**config.mk**
```make
export PLATFORM = sky130hd
export DESIGN_NAME = sbus_cond_reg
export DESIGN_NICKNAME = d
export VERILOG_FILES = /design/src/rtl/sbus_cond_reg.sv
export SDC_FILE = /design/constraint.sdc
export NUM_CORES = 1
export LEC_CHECK = 0
export BUFFER_PORTS_ARGS = -buffer_cell sky130_fd_sc_hd__clkbuf_2
export CORE_MARGIN = 2
export CORE_UTILIZATION = 34
export DETAILED_ROUTE_END_ITERATION = 12
export GPL_ROUTABILITY_DRIVEN = 0
export HOLD_SLACK_MARGIN = 0.03
export MAX_ROUTING_LAYER = met4
export PLACE_DENSITY = 0.73
export SLEW_MARGIN = 25
export SYNTH_ARGS = -nofsm -noshare
export SYNTH_HDL_FRONTEND = slang
export SYNTH_SLANG_ARGS = --single-unit
```
**constraint.sdc**
```tcl
create_clock -name clk -period 1 [get_ports clk]
set_input_delay 0.1 -clock clk [delete_from_list [all_inputs] [get_ports clk]]
set_output_delay 0.1 -clock clk [all_outputs]
set_load 0.01 [all_outputs]
```
**src/rtl/sbus_cond_reg.sv**
```systemverilog
module sbus_cond_reg #(
  parameter int W = 8,
  localparam int SW = $clog2(W)
) (
  input  logic          clk,
  input  logic          rst_n,
  input  logic          wr_en,
  input  logic [W-1:0]  wr_data,
  input  logic          bit_wr,
  input  logic [SW-1:0] bit_sel,
  input  logic          bit_val,
  output logic [W-1:0]  rd_data,
  input  logic          port_en,
  input  logic          start_det,
  input  logic          stop_det,
  input  logic          xfer_start,
  input  logic          addr_miss,
  input  logic          scl_in,
  output logic          so_latch,
  output logic          sda_force_low
);
  localparam int B_STOPT = 0;
  localparam int B_STRTT = 1;
  localparam int B_STOPF = 2;
  localparam int B_STRTF = 3;
  localparam int B_ACKT  = 4;
  localparam int B_ACKEN = 5;
  localparam int B_ACKF  = 6;
  localparam int B_BUSY  = 7;

  logic stop_t, start_t, ack_t, stop_f, start_f, ack_en, busy_en, scl_q;
  logic [W-1:0] wmask, wval, wset;
  logic scl_fall;

  always_comb begin
    wmask = '0;
    wval  = '0;
    if (wr_en) begin
      wmask = '1;
      wval  = wr_data;
    end else if (bit_wr) begin
      wmask[bit_sel] = 1'b1;
      wval = {W{bit_val}};
    end
  end

  assign wset     = wmask & wval;
  assign scl_fall = scl_q & ~scl_in;

  always_ff @(posedge clk or negedge rst_n) begin
    if (!rst_n) begin
      stop_t   <= 1'b0;
      start_t  <= 1'b0;
      ack_t    <= 1'b0;
      stop_f   <= 1'b0;
      start_f  <= 1'b0;
      ack_en   <= 1'b0;
      busy_en  <= 1'b0;
      scl_q    <= 1'b1;
      so_latch <= 1'b1;
    end else begin
      scl_q <= scl_in;
      if (port_en && stop_t)       so_latch <= 1'b1;
      else if (port_en && start_t) so_latch <= 1'b0;
      stop_t  <= port_en & wset[B_STOPT];
      start_t <= port_en & wset[B_STRTT];
      ack_t   <= port_en & ~xfer_start & ~scl_fall & (wset[B_ACKT] | ack_t);
      stop_f  <= port_en & ~xfer_start & ~addr_miss & (stop_det | stop_f);
      start_f <= port_en & ~xfer_start & ~stop_det & (start_det | start_f);
      if (wmask[B_ACKEN]) ack_en  <= wval[B_ACKEN];
      if (wmask[B_BUSY])  busy_en <= wval[B_BUSY];
    end
  end

  always_comb begin
    rd_data = '0;
    rd_data[B_STOPT] = stop_t;
    rd_data[B_STRTT] = start_t;
    rd_data[B_STOPF] = stop_f;
    rd_data[B_STRTF] = start_f;
    rd_data[B_ACKT]  = ack_t;
    rd_data[B_ACKEN] = ack_en;
    rd_data[B_ACKF]  = 1'b0;
    rd_data[B_BUSY]  = busy_en;
  end

  assign sda_force_low = ack_t;

  assert_stop_sets_latch_R2: assert property (@(posedge clk) disable iff (!rst_n)
    (port_en && stop_t) |=> so_latch);
  assert_start_clears_latch_R3: assert property (@(posedge clk) disable iff (!rst_n)
    (port_en && start_t && !stop_t) |=> !so_latch);
  assert_stop_flag_sets_R4: assert property (@(posedge clk) disable iff (!rst_n)
    (port_en && stop_det && !xfer_start && !addr_miss) |=> rd_data[B_STOPF]);
  assert_stop_clears_start_R5: assert property (@(posedge clk) disable iff (!rst_n)
    stop_det |=> !rd_data[B_STRTF]);
  assert_ack_release_R6: assert property (@(posedge clk) disable iff (!rst_n)
    (scl_q && !scl_in) |=> !sda_force_low);
  assert_disable_clears_R7: assert property (@(posedge clk) disable iff (!rst_n)
    !port_en |=> (rd_data[B_ACKT:B_STOPT] == '0) && $stable(so_latch));
endmodule

```
==> results.py <==
metrics = {
    "detailed_routing": {
        "drc": 0,
        "vias": 406,
        "drt-wirelength-per-cell_microns": 11.6,
        "first_pass_iters": 2,
        "wirelength_microns": 1020,
        "first_iter_violations": 1,
        "detail-route-antenna-nets": 0,
        "via_per_inst": 4.61,
    },
    "timing": {
        "timing.final.ws_setup_ns": 0.00874,
        "fin_crit_sh_pct": 99.1,
        "finClkSkew_ns": 0.000216,
        "drv_slew": 0,
        "min_period_ns": 0.991,
        "rsz0062_at_grt": "yes",
        "worst_hold_slack_ns": 0.0475,
        "setup_viol": 0,
        "tns_ns": 0,
        "final-hold-violation-count": 0,
        "fmax_mhz": 1010,
    },
    "clock_tree": {
        "htree_levels": 1,
        "insertion_delay_ns": 0.26,
        "cts_buffers": 3,
        "clk_path_buf_depth": 2,
        "cts.sinks": 9,
        "cts_tree": "yes",
        "clk_pin_slew_ns": 0.06,
        "cts_root_buf": "clkbuf_4",
    },
    "pwr": {
        "p_sw_uw": 210,
        "intPower_uw": 651,
        "power_uw": 861,
        "leakage_nw": 0.347,
        "irDropWorstVdd_mv": 0.856,
        "pwr-share-comb_pct": 20.1,
        "p_per_area_nw_per_um2": 1320,
        "power_frac_seq_pct": 47.7,
        "sw_frac_of_total_pct": 24.4,
        "clkPwrFrac_pct": 32.2,
    },
    "floorplan": {
        "rows": 13,
        "die_area_sq_um": 1660,
        "core_sq_um": 1280,
        "io_pins": 32,
        "start_util_pct": 35.6,
        "die-width_microns": 40.7,
        "die_y_microns": 40.7,
    },
    "finish": {
        "final_util_pct": 50.6,
        "fin_cells": 88,
        "postLayoutCellArea_sq_um": 651,
        "n_antenna_cell": 0,
        "drive_gt1_share_pct": 52.1,
        "fin_nets": 96,
        "syn_to_final_growth_pct": 42.1,
    },
    "logic_synthesis": {
        "synth_common_cells": "8 x buf_4, 7 x dfrtp_1, 3 x nor2_1",
        "synth_compound_area_share_pct": 9.56,
        "synth_most_common_cell": "buf_4",
        "syn_area_per_cell_sq_um": 10.6,
        "synth-main-ff-cell": "dfrtp_1",
        "synthAdderAreaFrac_pct": 0,
        "synth_xor_area_share_pct": 0,
        "yosysTopAreaCell": "dfrtp_1",
        "syn-num-nets": 65,
        "async_flop_share_pct": 100,
        "syn-cell-area_sq_um": 458,
        "synth_edf_count": 0,
        "synth_cell_type_count": 23,
        "ys_top_cells_by_area": "dfrtp_1 38%, buf_4 13%, dfstp_2 11%",
        "synth-seq-cells": 9,
        "synth_top_family_by_area": "simple AND/OR/NAND/NOR gates",
        "netlist_instances": 43,
        "synth-seq-area-share_pct": 49.7,
        "yosys.area_share.simple_pct": 18.0,
        "muxShareOfSynthArea_pct": 7.10,
        "yosys_warnings": 0,
        "yosys.area.top_type_share_pct": 38.3,
    },
    "min_path": {
        "hold_path.class": "in -> reg",
    },
    "setup_path": {
        "crit_fanout": 2,
        "worstPathRequired_ns": 1.14,
        "critPathKind": "reg -> reg",
        "setup.worst_path.start_class": "flop",
        "path_buf_inv": 0,
        "critPathTopFamily": "multiplexers",
        "slowest_stage": "dfrtp_1",
        "slowest_delay_ns": 0.37,
        "crit_chain": "mux2_4, mux2_2",
        "end_kind": "flop",
        "reg2reg_slack_ns": 0.009,
        "critPathArrivalTime_ns": 1.14,
    },
    "grt": {
        "grt_pass1_vias": 407,
        "antenna_found_initial": 0,
        "grt_remaining_overflow": 0,
        "grtUsageTotal_pct": 16.6,
        "grt_max_degree": 10,
        "grt_first_pass_wirelength_microns": 1590,
    },
    "placed_design": {
        "place_area_sq_um": 574,
        "post-place-cells": 80,
        "pre_cts_slack_ns": -0.0229,
        "io_buffers": 27,
    },
    "run_status": {
        "status": "completed",
    },
    "job": {
        "drv_cap": 0,
    },
}
## kinds of logic (layout without fill, tap and decap cells)
family                 Yosys count  in the layout
other                            1              1
muxes                            3              3
and+or+nand+nor                 14             14
buffers and inverters           10             40
AOI/OAI and AO/OA                6              6
DFF                              9              9
## state kept, by name (all words and copies together), names as in the netlist
name           count
start_f            1
ack_en             1
start_t            1
stop_f             1
sda_force_low      1
scl_q              1
so_latch           1
stop_t             1
busy_en            1
## path summary, 6_finish.rpt
check,startpoint,endpoint,cells after the start
worst max-delay path,busy_en,busy_en,2
worst min-delay path,wr_data[5],ack_en,3
worst max register to register,busy_en,busy_en,2
worst min register to register,stop_t,so_latch,1
max in group asynchronous,rst_n,so_latch,2
min in group asynchronous,rst_n,ack_en,2
## power by group through the flow
stage / clock network (mW) / registers, mW / logic [mW]
after floorplan: 0 / 0.419 / 0.0753
after global placement: 0 / 0.415 / 0.145
after detailed placement: 0 / 0.416 / 0.148
after CTS: 0.293 / 0.409 / 0.165
after global routing: 0.316 / 0.415 / 0.194
final: 0.277 / 0.411 / 0.173
## layer usage
metal	GRT usage, %	part of all wire, %	vias to the layer above
li1	-	-	204
met1	14.7	41	183
met2	28.2	51	17
met3	8.15	6.8	2
met4	10.0	1.4	0
met5	-	0	-
## placed cells by master (no fill, tap or decap)
| cell type | n |
|---|---|
| a221oi_1 | 1 |
| buf_6 | 1 |
| buf_4 | 3 |
| o21ai_0 | 1 |
| mux2i_1 | 1 |
| dfrtp_1 | 7 |
| nand4_1 | 1 |
| clkbuf_4 | 3 |
| conb_1 | 1 |
| inv_1 | 2 |
| nand2_1 | 2 |
| a21oi_1 | 1 |
| clkbuf_1 | 1 |
| a22oi_1 | 1 |
| mux2_4 | 1 |
| clkbuf_2 | 26 |
| nor3_1 | 2 |
| a22o_1 | 1 |
| nor2_1 | 3 |
| dfstp_2 | 2 |
| mux2_2 | 1 |
| a32oi_1 | 1 |
| nor2b_1 | 2 |
| nand2b_1 | 1 |
| nand3b_1 | 1 |
| dlygate4sd3_1 | 4 |
| and4bb_2 | 1 |
| nand4b_1 | 1 |
## area by class of cell
class                           instances  area [sq um]
Fill cell                             131           634
Multi-Input combinational cell         24           166
Clock buffer                            4          26.3
Timing Repair Buffer                   34           204
Tap cell                               15          18.8
Sequential cell                         9           228
Inverter                                2          7.51
## repair_timing
| item | in CTS | in global routing |
|---|---|---|
| endpoints found under the hold margin | 12 | 0 |
| buffers inserted | 0 | 0 |
| cloned | 0 | 0 |
| endpoints found under the setup margin | 2 | 2 |
| gates resized for setup | 1 | 2 |
| hold buffers | 4 | 0 |
## worst min-delay path, cell delays in order
cell and delay, ns:
clkbuf_2 0.07, nand2_1 0.04, o21ai_0 0.06
(Power assumes the default switching activity.)
